## src/rtl/clkcfg_pkg.sv

```systemverilog
// Shared constants and types for the clock configuration bank.
// Assumes an 8-bit byte-write port and at most eight byte indices.
package clkcfg_pkg;

    localparam int BYTE_W = 8;
    localparam int IDX_W  = 3;
    localparam int CODE_W = 3;

    // Byte indices that the bank decodes; all others are dropped.
    localparam logic [IDX_W-1:0] IDX_FUNC = 3'd0;
    localparam logic [IDX_W-1:0] IDX_CPU  = 3'd1;
    localparam logic [IDX_W-1:0] IDX_PCI  = 3'd2;
    localparam logic [IDX_W-1:0] IDX_REF  = 3'd3;

    // Codes chosen when the board pin drives frequency selection.
    localparam logic [CODE_W-1:0] CODE_FAST = 3'b111;
    localparam logic [CODE_W-1:0] CODE_SLOW = 3'b011;

    typedef enum logic [1:0] {
        MODE_NORM = 2'b00,
        MODE_TEST = 2'b01,
        MODE_SPRD = 2'b10,
        MODE_REL  = 2'b11
    } out_mode_e;

endpackage

```

## src/rtl/clkcfg_regs.sv

```systemverilog
// Register file of the configuration bank. It holds the function byte
// fields, the per-output enables and the power-up strap. It assumes the
// enable counts fit into one byte each (REF + IOAPIC together).
module clkcfg_regs
    import clkcfg_pkg::*;
#(
    parameter int NUM_CPU  = 4,
    parameter int NUM_PCI  = 7,
    parameter int NUM_REF  = 3,
    parameter int NUM_APIC = 2
) (
    input  logic                 clk,
    input  logic                 rst_n,
    input  logic                 wr_en_i,
    input  logic [IDX_W-1:0]     wr_idx_i,
    input  logic [BYTE_W-1:0]    wr_data_i,
    input  logic                 strap_i,
    output out_mode_e            mode_o,
    output logic                 freq_src_o,
    output logic [CODE_W-1:0]    freq_reg_o,
    output logic                 spread_down_o,
    output logic [NUM_CPU-1:0]   cpu_en_o,
    output logic [NUM_PCI-1:0]   pci_en_o,
    output logic                 pcif_en_o,
    output logic [NUM_REF-1:0]   ref_en_o,
    output logic [NUM_APIC-1:0]  apic_en_o,
    output logic                 strap_o
);

    localparam int APIC_LO = NUM_REF;
    localparam int APIC_HI = NUM_REF + NUM_APIC - 1;
    // All REF enables set except the last one (REF2 at default width).
    localparam logic [NUM_REF-1:0] REF_RST = {1'b0, {(NUM_REF-1){1'b1}}};

    out_mode_e            mode_q;
    logic                 src_q;
    logic [CODE_W-1:0]    code_q;
    logic                 down_q;
    logic [NUM_CPU-1:0]   cpu_q;
    logic [NUM_PCI-1:0]   pci_q;
    logic                 pcif_q;
    logic [NUM_REF-1:0]   ref_q;
    logic [NUM_APIC-1:0]  apic_q;
    logic                 strap_q;

    logic hit_func, hit_cpu, hit_pci, hit_ref;

    // Decode which byte a write targets; undefined indices match none.
    always_comb begin
        hit_func = wr_en_i && (wr_idx_i == IDX_FUNC);
        hit_cpu  = wr_en_i && (wr_idx_i == IDX_CPU);
        hit_pci  = wr_en_i && (wr_idx_i == IDX_PCI);
        hit_ref  = wr_en_i && (wr_idx_i == IDX_REF);
    end

    // Function byte: mode [1:0], source [2], code [5:3], spread type [6].
    always_ff @(posedge clk) begin
        if (!rst_n) begin
            mode_q <= MODE_NORM;
            src_q  <= 1'b0;
            code_q <= '0;
            down_q <= 1'b0;
        end else if (hit_func) begin
            mode_q <= out_mode_e'(wr_data_i[1:0]);
            src_q  <= wr_data_i[2];
            code_q <= wr_data_i[5:3];
            down_q <= wr_data_i[6];
        end
    end

    // CPU enable byte; the upper positions are reserved.
    always_ff @(posedge clk) begin
        if (!rst_n)       cpu_q <= '1;
        else if (hit_cpu) cpu_q <= wr_data_i[NUM_CPU-1:0];
    end

    // PCI enable byte; the top bit is the free-running PCI enable.
    always_ff @(posedge clk) begin
        if (!rst_n) begin
            pci_q  <= '1;
            pcif_q <= 1'b1;
        end else if (hit_pci) begin
            pci_q  <= wr_data_i[NUM_PCI-1:0];
            pcif_q <= wr_data_i[BYTE_W-1];
        end
    end

    // REF and IOAPIC enable byte.
    always_ff @(posedge clk) begin
        if (!rst_n) begin
            ref_q  <= REF_RST;
            apic_q <= '1;
        end else if (hit_ref) begin
            ref_q  <= wr_data_i[NUM_REF-1:0];
            apic_q <= wr_data_i[APIC_HI:APIC_LO];
        end
    end

    // Strap follows the pin only while reset is held, then freezes.
    always_ff @(posedge clk) begin
        if (!rst_n) strap_q <= strap_i;
    end

    assign mode_o        = mode_q;
    assign freq_src_o    = src_q;
    assign freq_reg_o    = code_q;
    assign spread_down_o = down_q;
    assign cpu_en_o      = cpu_q;
    assign pci_en_o      = pci_q;
    assign pcif_en_o     = pcif_q;
    assign ref_en_o      = ref_q;
    assign apic_en_o     = apic_q;
    assign strap_o       = strap_q;

    AST_UNDEF_DROP: assert property (@(posedge clk) disable iff (!rst_n)
        (wr_en_i && wr_idx_i > IDX_REF) |=> ($stable(mode_q) && $stable(code_q)
        && $stable(cpu_q) && $stable(pci_q) && $stable(ref_q) && $stable(apic_q)));

    AST_STRAP_HOLD: assert property (@(posedge clk) disable iff (!rst_n)
        $past(rst_n) |-> $stable(strap_q));

    AST_MODE_RESET: assert property (@(posedge clk) disable iff (!rst_n)
        !$past(rst_n) |-> (mode_q == MODE_NORM && !down_q && !src_q));

endmodule

```

## src/rtl/clkcfg_freq_sel.sv

```systemverilog
// Chooses the active frequency code from the board pin or the register
// field and derives the PCI ratio flag from the code's top bit.
module clkcfg_freq_sel
    import clkcfg_pkg::*;
(
    input  logic                 clk,
    input  logic                 rst_n,
    input  logic                 src_reg_i,
    input  logic                 hw_fast_i,
    input  logic [CODE_W-1:0]    code_reg_i,
    output logic [CODE_W-1:0]    code_o,
    output logic                 div3_o
);

    logic [CODE_W-1:0] code_hw;

    // Map the board pin onto one of two fixed codes.
    always_comb code_hw = hw_fast_i ? CODE_FAST : CODE_SLOW;

    // Select the source and derive the ratio flag.
    always_comb begin
        code_o = src_reg_i ? code_reg_i : code_hw;
        div3_o = code_o[CODE_W-1];
    end

    AST_HW_CODE: assert property (@(posedge clk) disable iff (!rst_n)
        !src_reg_i |-> (code_o == CODE_FAST || code_o == CODE_SLOW));

endmodule

```

## src/rtl/clkcfg_tclk_div.sv

```systemverilog
// Divides a sampled test clock by an even ratio DIV. It counts the rising
// edges of the test clock and toggles the output every DIV/2 edges.
// Assumes the test clock is at most a quarter of clk.
module clkcfg_tclk_div #(
    parameter int DIV = 2
) (
    input  logic clk,
    input  logic rst_n,
    input  logic rise_i,
    output logic clk_o
);

    localparam int HALF = DIV / 2;
    localparam int CW   = (HALF > 1) ? $clog2(HALF) : 1;

    logic out_q;

    generate
        if (HALF == 1) begin : g_toggle
            // Ratio two: toggle on every test clock rise.
            always_ff @(posedge clk) begin
                if (!rst_n)      out_q <= 1'b0;
                else if (rise_i) out_q <= ~out_q;
            end
        end else begin : g_count
            logic [CW-1:0] cnt_q;
            // Count rises and toggle once HALF of them have passed.
            always_ff @(posedge clk) begin
                if (!rst_n) begin
                    cnt_q <= '0;
                    out_q <= 1'b0;
                end else if (rise_i) begin
                    if (cnt_q == CW'(HALF - 1)) begin
                        cnt_q <= '0;
                        out_q <= ~out_q;
                    end else begin
                        cnt_q <= cnt_q + 1'b1;
                    end
                end
            end
        end
    endgenerate

    assign clk_o = out_q;

    AST_DIV_STEADY: assert property (@(posedge clk) disable iff (!rst_n)
        !rise_i |=> $stable(out_q));

endmodule

```

## src/rtl/clkcfg_out_ctrl.sv

```systemverilog
// Applies the decoded mode to the stored enables and to the test clocks.
// Release-all masks everything without touching the stored bits.
module clkcfg_out_ctrl
    import clkcfg_pkg::*;
#(
    parameter int NUM_CPU  = 4,
    parameter int NUM_PCI  = 7,
    parameter int NUM_REF  = 3,
    parameter int NUM_APIC = 2
) (
    input  logic                 clk,
    input  logic                 rst_n,
    input  out_mode_e            mode_i,
    input  logic [NUM_CPU-1:0]   cpu_en_i,
    input  logic [NUM_PCI-1:0]   pci_en_i,
    input  logic                 pcif_en_i,
    input  logic [NUM_REF-1:0]   ref_en_i,
    input  logic [NUM_APIC-1:0]  apic_en_i,
    input  logic                 t_div2_i,
    input  logic                 t_div6_i,
    input  logic                 t_raw_i,
    output logic                 test_o,
    output logic                 spread_o,
    output logic                 drive_o,
    output logic [NUM_CPU-1:0]   cpu_en_o,
    output logic [NUM_PCI-1:0]   pci_en_o,
    output logic                 pcif_en_o,
    output logic [NUM_REF-1:0]   ref_en_o,
    output logic [NUM_APIC-1:0]  apic_en_o,
    output logic [NUM_CPU-1:0]   tst_cpu_o,
    output logic [NUM_PCI-1:0]   tst_pci_o,
    output logic                 tst_pcif_o,
    output logic [NUM_REF-1:0]   tst_ref_o,
    output logic [NUM_APIC-1:0]  tst_apic_o,
    output logic                 tst_usb_o
);

    logic rel;
    logic c2, c6, c1;

    // Decode the mode into the global control flags.
    always_comb begin
        rel      = (mode_i == MODE_REL);
        test_o   = (mode_i == MODE_TEST);
        spread_o = (mode_i == MODE_SPRD);
        drive_o  = !rel;
    end

    // Mask the stored enables while every output is released.
    always_comb begin
        cpu_en_o  = rel ? '0 : cpu_en_i;
        pci_en_o  = rel ? '0 : pci_en_i;
        pcif_en_o = rel ? 1'b0 : pcif_en_i;
        ref_en_o  = rel ? '0 : ref_en_i;
        apic_en_o = rel ? '0 : apic_en_i;
    end

    // Gate each divided test clock by test mode and its own enable.
    always_comb begin
        c2 = test_o & t_div2_i;
        c6 = test_o & t_div6_i;
        c1 = test_o & t_raw_i;
        tst_cpu_o  = {NUM_CPU{c2}}  & cpu_en_i;
        tst_pci_o  = {NUM_PCI{c6}}  & pci_en_i;
        tst_pcif_o = c6 & pcif_en_i;
        tst_ref_o  = {NUM_REF{c1}}  & ref_en_i;
        tst_apic_o = {NUM_APIC{c1}} & apic_en_i;
        tst_usb_o  = c2;
    end

    AST_REL_QUIET: assert property (@(posedge clk) disable iff (!rst_n)
        (mode_i == MODE_REL) |-> (!drive_o && cpu_en_o == '0 && pci_en_o == '0
        && ref_en_o == '0 && apic_en_o == '0 && !pcif_en_o));

    AST_TEST_LOW: assert property (@(posedge clk) disable iff (!rst_n)
        (mode_i != MODE_TEST) |-> (tst_cpu_o == '0 && tst_pci_o == '0
        && tst_ref_o == '0 && tst_apic_o == '0 && !tst_usb_o && !tst_pcif_o));

endmodule

```

## src/rtl/clkcfg_bank.sv

```systemverilog
// Top of the clock output configuration bank. It assumes byte writes come
// from an already decoded serial engine in the clk domain and that the
// test clock input is slower than a quarter of clk.
module clkcfg_bank
    import clkcfg_pkg::*;
#(
    parameter int NUM_CPU  = 4,
    parameter int NUM_PCI  = 7,
    parameter int NUM_REF  = 3,
    parameter int NUM_APIC = 2,
    parameter int CPU_TDIV = 2,
    parameter int PCI_TDIV = 6
) (
    input  logic                 clk,
    input  logic                 rst_n,
    input  logic                 wr_en_i,
    input  logic [2:0]           wr_idx_i,
    input  logic [7:0]           wr_data_i,
    input  logic                 hw_fast_sel_i,
    input  logic                 strap_ref0_i,
    input  logic                 tclk_i,
    output logic [2:0]           freq_code_o,
    output logic                 pci_div3_o,
    output logic                 spread_on_o,
    output logic                 spread_down_o,
    output logic                 test_mode_o,
    output logic                 drive_en_o,
    output logic                 dual_is_24_o,
    output logic [NUM_CPU-1:0]   cpu_en_o,
    output logic [NUM_PCI-1:0]   pci_en_o,
    output logic                 pcif_en_o,
    output logic [NUM_REF-1:0]   ref_en_o,
    output logic [NUM_APIC-1:0]  apic_en_o,
    output logic [NUM_CPU-1:0]   tst_cpu_o,
    output logic [NUM_PCI-1:0]   tst_pci_o,
    output logic                 tst_pcif_o,
    output logic [NUM_REF-1:0]   tst_ref_o,
    output logic [NUM_APIC-1:0]  tst_apic_o,
    output logic                 tst_usb_o
);

    out_mode_e            mode;
    logic                 src;
    logic [CODE_W-1:0]    code_reg;
    logic [NUM_CPU-1:0]   cpu_st;
    logic [NUM_PCI-1:0]   pci_st;
    logic                 pcif_st;
    logic [NUM_REF-1:0]   ref_st;
    logic [NUM_APIC-1:0]  apic_st;
    logic                 t_q, t_prev, t_rise;
    logic                 t_cpu, t_pci;

    clkcfg_regs #(
        .NUM_CPU(NUM_CPU), .NUM_PCI(NUM_PCI), .NUM_REF(NUM_REF), .NUM_APIC(NUM_APIC)
    ) regs_i (
        .clk(clk), .rst_n(rst_n), .wr_en_i(wr_en_i), .wr_idx_i(wr_idx_i),
        .wr_data_i(wr_data_i), .strap_i(strap_ref0_i), .mode_o(mode),
        .freq_src_o(src), .freq_reg_o(code_reg), .spread_down_o(spread_down_o),
        .cpu_en_o(cpu_st), .pci_en_o(pci_st), .pcif_en_o(pcif_st),
        .ref_en_o(ref_st), .apic_en_o(apic_st), .strap_o(dual_is_24_o)
    );

    clkcfg_freq_sel fsel_i (
        .clk(clk), .rst_n(rst_n), .src_reg_i(src), .hw_fast_i(hw_fast_sel_i),
        .code_reg_i(code_reg), .code_o(freq_code_o), .div3_o(pci_div3_o)
    );

    // Sample the test clock and keep one cycle of history for edge detection.
    always_ff @(posedge clk) begin
        if (!rst_n) begin
            t_q    <= 1'b0;
            t_prev <= 1'b0;
        end else begin
            t_q    <= tclk_i;
            t_prev <= t_q;
        end
    end

    // Rising edge of the sampled test clock.
    always_comb t_rise = t_q & ~t_prev;

    clkcfg_tclk_div #(.DIV(CPU_TDIV)) div_cpu_i (
        .clk(clk), .rst_n(rst_n), .rise_i(t_rise), .clk_o(t_cpu)
    );

    clkcfg_tclk_div #(.DIV(PCI_TDIV)) div_pci_i (
        .clk(clk), .rst_n(rst_n), .rise_i(t_rise), .clk_o(t_pci)
    );

    clkcfg_out_ctrl #(
        .NUM_CPU(NUM_CPU), .NUM_PCI(NUM_PCI), .NUM_REF(NUM_REF), .NUM_APIC(NUM_APIC)
    ) octl_i (
        .clk(clk), .rst_n(rst_n), .mode_i(mode),
        .cpu_en_i(cpu_st), .pci_en_i(pci_st), .pcif_en_i(pcif_st),
        .ref_en_i(ref_st), .apic_en_i(apic_st),
        .t_div2_i(t_cpu), .t_div6_i(t_pci), .t_raw_i(t_q),
        .test_o(test_mode_o), .spread_o(spread_on_o), .drive_o(drive_en_o),
        .cpu_en_o(cpu_en_o), .pci_en_o(pci_en_o), .pcif_en_o(pcif_en_o),
        .ref_en_o(ref_en_o), .apic_en_o(apic_en_o),
        .tst_cpu_o(tst_cpu_o), .tst_pci_o(tst_pci_o), .tst_pcif_o(tst_pcif_o),
        .tst_ref_o(tst_ref_o), .tst_apic_o(tst_apic_o), .tst_usb_o(tst_usb_o)
    );

    AST_RATIO_FLAG: assert property (@(posedge clk) disable iff (!rst_n)
        (src && !code_reg[CODE_W-1]) |-> !pci_div3_o);

    AST_WRITE_LANDS: assert property (@(posedge clk) disable iff (!rst_n)
        (wr_en_i && wr_idx_i == IDX_CPU) |=> (cpu_st == $past(wr_data_i[NUM_CPU-1:0])));

endmodule

```

## config.mk

```make
export PLATFORM = sky130hd
export DESIGN_NAME = clkcfg_bank
export DESIGN_NICKNAME = d
export VERILOG_FILES = /design/src/rtl/clkcfg_pkg.sv /design/src/rtl/clkcfg_regs.sv /design/src/rtl/clkcfg_freq_sel.sv /design/src/rtl/clkcfg_tclk_div.sv /design/src/rtl/clkcfg_out_ctrl.sv /design/src/rtl/clkcfg_bank.sv
export SDC_FILE = /design/constraint.sdc
export NUM_CORES = 1
export LEC_CHECK = 0
export ABC_CLOCK_PERIOD_IN_PS = 1400
export BUFFER_PORTS_ARGS = -buffer_cell sky130_fd_sc_hd__clkbuf_2
export CORE_MARGIN = 5
export CORE_UTILIZATION = 35
export DETAILED_ROUTE_END_ITERATION = 10
export GPL_ROUTABILITY_DRIVEN = 0
export HOLD_SLACK_MARGIN = 0.12
export SYNTH_ARGS = -nofsm -noshare
export SYNTH_HDL_FRONTEND = slang
export SYNTH_SLANG_ARGS = --single-unit
```

## constraint.sdc

```tcl
create_clock -name clk -period 1.4 [get_ports clk]
set_clock_uncertainty 0.15 [all_clocks]
set_input_delay 0.14 -clock clk [delete_from_list [all_inputs] [get_ports clk]]
set_output_delay 0.14 -clock clk [all_outputs]
set_load 0.01 [all_outputs]
```

==> flow_summary.html <==
<table>
<tr><th>Metric</th><th>Value</th></tr>
<tr><th colspan="2">Run status</th></tr>
<tr><td>Outcome</td><td>finished with violations</td></tr>
<tr><td>Violated checks</td><td>negative setup slack</td></tr>
<tr><th colspan="2">Finish</th></tr>
<tr><td>Share of cells above drive strength 1</td><td>0.4118</td></tr>
<tr><td>Layout overhead on the synthesized area</td><td>51.08%</td></tr>
<tr><td>Total of fill cells in the finished design</td><td>356</td></tr>
<tr><td>Flip-flop and latch area</td><td>636.9 um2</td></tr>
<tr><td>Antenna Cells</td><td>0</td></tr>
<tr><td>Area of all placed cells without fillers</td><td>0.002187 mm2</td></tr>
<tr><td>Finished Layout Cells</td><td>288</td></tr>
<tr><td>Area of the multi-input gates</td><td>between 800 and 900 um2</td></tr>
<tr><td>NumNets Final</td><td>about 250</td></tr>
<tr><th colspan="2">Place</th></tr>
<tr><td>Estimated wirelength of the detail-placed design</td><td>2735 um</td></tr>
<tr><td>Count of placed standard cells including taps</td><td>approximately 270</td></tr>
<tr><td>Pre-CTS setup slack</td><td>78.62 ps</td></tr>
<tr><td>Number of port buffers</td><td>60</td></tr>
<tr><td>Post-DP Area</td><td>roughly 0.0018 mm2</td></tr>
<tr><th colspan="2">Synth</th></tr>
<tr><td>Count of yosys warnings during synthesis</td><td>0</td></tr>
<tr><td>Compound-Gate Fraction of Synth Area</td><td>0.02766</td></tr>
<tr><td>Cell type with the highest aggregate area in the netlist</td><td>sky130_fd_sc_hd__dfxtp_1</td></tr>
<tr><td>Number of nets produced by synthesis</td><td>175</td></tr>
<tr><td>Number of distinct library cells after synthesis</td><td>22</td></tr>
<tr><td>Fraction of synthesized cell area in xor and xnor cells</td><td>0.01210</td></tr>
<tr><td>Area fraction of the dominant cell type after synthesis</td><td>0.4149</td></tr>
<tr><td>Simple logic cell fraction of the synthesized area</td><td>0.3397</td></tr>
<tr><td>Main combinational cell family by area after synthesis</td><td>simple AND/OR/NAND/NOR gates</td></tr>
<tr><td>Sequential area share after synthesis</td><td>0.4356</td></tr>
<tr><td>Cell types occupying the most area after synthesis</td><td>sky130_fd_sc_hd__dfxtp_1 (41%), sky130_fd_sc_hd__mux2i_1 (12%), sky130_fd_sc_hd__and2_1 (8.6%)</td></tr>
<tr><td>Flip-flop and latch count after synthesis</td><td>31</td></tr>
<tr><td>Gate Count Post-Synth</td><td>158</td></tr>
<tr><td>Average cell area after synthesis</td><td>9.162 um2</td></tr>
<tr><td>Post-synthesis mux area share</td><td>0.1322</td></tr>
<tr><td>Post-synthesis adder-cell area fraction</td><td>0</td></tr>
<tr><td>Netlist Area Pre-Place</td><td>0.001448 mm2</td></tr>
<tr><th colspan="2">GRT</th></tr>
<tr><td>Via count of the first global-routing pass</td><td>between 1k and 1.5k</td></tr>
<tr><td>Met3 Use GR</td><td>0.04865</td></tr>
<tr><td>Maximum number of pins on one net before global-route repair</td><td>19</td></tr>
<tr><td>GR met1 Demand/Resource</td><td>0.1874</td></tr>
<tr><td>Met2 usage</td><td>0.2451</td></tr>
<tr><td>Overflow after GRT</td><td>0</td></tr>
<tr><td>Antenna violations before repair</td><td>0</td></tr>
<tr><td>Layer with the highest usage after global routing</td><td>met2</td></tr>
<tr><td>Wire length of the first global-routing pass</td><td>6203 um</td></tr>
<tr><td>Overall global routing resource usage</td><td>0.1480</td></tr>
<tr><th colspan="2">Worst setup path</th></tr>
<tr><td>Critical Path Source Type</td><td>flop</td></tr>
<tr><td>Endpoint class of the critical path</td><td>output pin</td></tr>
<tr><td>Endpoint arrival time on the critical path</td><td>1240 ps</td></tr>
<tr><td>Crit path max fanout</td><td>6</td></tr>
<tr><td>Worst setup path category</td><td>reg -&gt; out</td></tr>
<tr><td>Endpoint required time on the critical path</td><td>1110 ps</td></tr>
<tr><th colspan="2">Drt</th></tr>
<tr><td>Routed WL per cell</td><td>14.09 um</td></tr>
<tr><td>Number of iterations in the first detailed-routing pass</td><td>4</td></tr>
<tr><td>Avg Vias per Cell</td><td>4.649</td></tr>
<tr><td>Initial DRC count</td><td>85</td></tr>
<tr><td>Final wirelength</td><td>4059 um</td></tr>
<tr><td>Via count</td><td>1339</td></tr>
<tr><td>Number of DRC violations after detailed routing</td><td>0</td></tr>
<tr><td>Remaining number of nets flagged by the antenna check after routing</td><td>0</td></tr>
<tr><th colspan="2">Clock network</th></tr>
<tr><td>Clk root buf</td><td>sky130_fd_sc_hd__clkbuf_8</td></tr>
<tr><td>Deepest clock path buffer count</td><td>2</td></tr>
<tr><td>Clock latency at the later pin of the worst-skew pair</td><td>about 270 ps</td></tr>
<tr><td>Number of H-tree branching levels</td><td>2</td></tr>
<tr><td>CTS buffer count</td><td>5</td></tr>
<tr><td>Clock net sink count</td><td>31</td></tr>
<tr><td>Clock-pin slew of the registers on the worst-case setup and hold paths</td><td>60 ps</td></tr>
<tr><td>CTS tree</td><td>done</td></tr>
<tr><th colspan="2">Power</th></tr>
<tr><td>IR drop worst, VDD</td><td>approximately 0.37 mV</td></tr>
<tr><td>PD cells</td><td>between 800 and 900 mW/mm2</td></tr>
<tr><td>Static Leakage</td><td>0.9818 nW</td></tr>
<tr><td>PnR Total Power</td><td>1.845 mW</td></tr>
<tr><th colspan="2">STA</th></tr>
<tr><td>Highest clock frequency the design can meet</td><td>654.2 MHz</td></tr>
<tr><td>Max Slew Vio Count</td><td>0</td></tr>
<tr><td>Transition time at the pin with the least slew margin</td><td>402.6 ps</td></tr>
<tr><td>Final Hold Violating Endpoints</td><td>0</td></tr>
<tr><td>Clock period minus final worst setup slack</td><td>1529 ps</td></tr>
<tr><td>Setup ws final</td><td>-128.7 ps</td></tr>
<tr><td>Final-report setup violation count</td><td>35</td></tr>
<tr><td>Setup repair after global routing missed its margin</td><td>yes</td></tr>
<tr><td>Share of the clock period used by the worst path after layout</td><td>1.092</td></tr>
<tr><td>Worst rel slew slack</td><td>0.7302</td></tr>
<tr><th colspan="2">Die</th></tr>
<tr><td>Boundary pin count</td><td>between 60 and 70</td></tr>
<tr><td>Chip height</td><td>74.31 um</td></tr>
<tr><td>Row cnt</td><td>23</td></tr>
<tr><td>Core area</td><td>0.004000 mm2</td></tr>
<tr><td>Total Die Area</td><td>0.005522 mm2</td></tr>
<tr><td>Starting density of the core</td><td>0.3619</td></tr>
<tr><td>Die X</td><td>74.31 um</td></tr>
<tr><th colspan="2">Worst hold path</th></tr>
<tr><td>Hold Crit Class</td><td>in -&gt; reg</td></tr>
<tr><th colspan="2">Run</th></tr>
<tr><td>Max-cap violations</td><td>0</td></tr>
</table>
-- repair_timing --
item                                    CTS  global route
endpoints found under the setup margin   38            43
hold buffers                             11             0
cloned                                    1             1
hold endpoints to repair                 26             0
gates resized for setup                  12            47
buffers inserted                          2             0
-- cells in the final DEF (no fill, tap or decap), types with 9 or more instances in the layout --
| master | count |
|---|---|
| sky130_fd_sc_hd__clkbuf_2 | 39 |
| sky130_fd_sc_hd__dfxtp_1 | 27 |
| sky130_fd_sc_hd__nand2_1 | 25 |
| sky130_fd_sc_hd__and2_1 | 20 |
| sky130_fd_sc_hd__mux2i_1 | 18 |
| sky130_fd_sc_hd__buf_6 | 16 |
| sky130_fd_sc_hd__dlygate4sd3_1 | 11 |
| sky130_fd_sc_hd__and3_4 | 10 |
| sky130_fd_sc_hd__buf_2 | 9 |
-- cell type report --
type	instances	share of cell area
Multi-Input combinational cell	115	0.3667
Sequential cell	31	0.2912
Timing Repair Buffer	83	0.2700
Clock buffer	7	0.03947
Tap cell	50	0.02860
Clock inverter	1	0.002288
Inverter	1	0.001716
-- cell families after synthesis --
family | after synthesis
simple gates | 86
flops | 31
mux | 19
buf+inv | 12
compound gates | 8
xor+xnor | 2
-- Yosys cell counts --
cell type and instances:
sky130_fd_sc_hd__and4bb_2 3, sky130_fd_sc_hd__o21ai_0 8, sky130_fd_sc_hd__and2_1 20, sky130_fd_sc_hd__xnor2_1 2, sky130_fd_sc_hd__mux2i_1 18, sky130_fd_sc_hd__buf_6 3
sky130_fd_sc_hd__inv_1 1, sky130_fd_sc_hd__nor2_1 5, sky130_fd_sc_hd__nand4b_1 1, sky130_fd_sc_hd__clkbuf_2 1, sky130_fd_sc_hd__and3_1 17, sky130_fd_sc_hd__nand2_1 25
sky130_fd_sc_hd__nand3_1 8, sky130_fd_sc_hd__nor4b_4 1, sky130_fd_sc_hd__clkbuf_1 3, sky130_fd_sc_hd__mux2_2 1, sky130_fd_sc_hd__nand2b_1 2, sky130_fd_sc_hd__buf_4 1
sky130_fd_sc_hd__nor2b_1 4, sky130_fd_sc_hd__dfxtp_1 30, sky130_fd_sc_hd__edfxtp_1 1, sky130_fd_sc_hd__buf_2 3
-- worst max-delay path, cell delays in order (launching register included) --
cell                      delay (ps)
sky130_fd_sc_hd__dfxtp_2         340
sky130_fd_sc_hd__nor2b_4         200
sky130_fd_sc_hd__buf_6           150
sky130_fd_sc_hd__and3_4          180
sky130_fd_sc_hd__buf_6           100
-- metrics by stage --
| stage | util | hold slack [ps] | setup TNS [ps] |
|---|---|---|---|
| after floorplan | - | 88.87 | 0 |
| after global placement | 0.4495 | 173.0 | 0 |
| after detailed placement | 0.4495 | 172.2 | 0 |
| after CTS | 0.5127 | 238.5 | -2821 |
| after global routing | 0.5468 | 282.7 | -4764 |
| final | 0.5468 | 239.9 | -2952 |
-- state kept, by name (all words and copies together) (netlist names) --
signal                   flops
regs_i.spread_down_o         1
regs_i.pcif_en_o             1
regs_i.cpu_en_o              4
regs_i.mode_o                2
regs_i.freq_reg_o            3
regs_i.strap_o               1
t_prev                       1
regs_i.apic_en_o             2
div_pci_i.g_count.cnt_q      2
t_q                          1
regs_i.pci_en_o              7
regs_i.ref_en_o              3
regs_i.freq_src_o            1
div_cpu_i.clk_o              1
div_pci_i.clk_o              1
-- final timing paths --
check                                    startpoint  slack [ps]  cells past startpoint                                       to
setup / recovery      regs_i.mode_o[0]$_SDFFE_PN0P_        -130                      4                             tst_pci_o[4]
hold / removal                          wr_idx_i[2]         240                      4           regs_i.freq_src_o$_SDFFE_PN0P_
setup reg to reg                     t_q$_SDFF_PN0_         210                      3  div_pci_i.g_count.cnt_q[1]$_SDFFE_PN0P_
hold reg to reg   regs_i.spread_down_o$_SDFFE_PN0P_         320                      2        regs_i.spread_down_o$_SDFFE_PN0P_
-- where the power goes --
| group | total [mW] | internal, mW | switching, mW |
|---|---|---|---|
| combinational | 0.206 | 0.108 | 0.0985 |
| clock | 0.707 | 0.396 | 0.311 |
| sequential | 0.932 | 0.912 | 0.0203 |
-- metal layers --
metal,up-vias,part of all wire
li1,685,-
met1,618,0.47
met2,34,0.48
met3,2,0.049
met4,0,0.0025
met5,-,0
No activity file was read; power rests on OpenSTA's default activity.
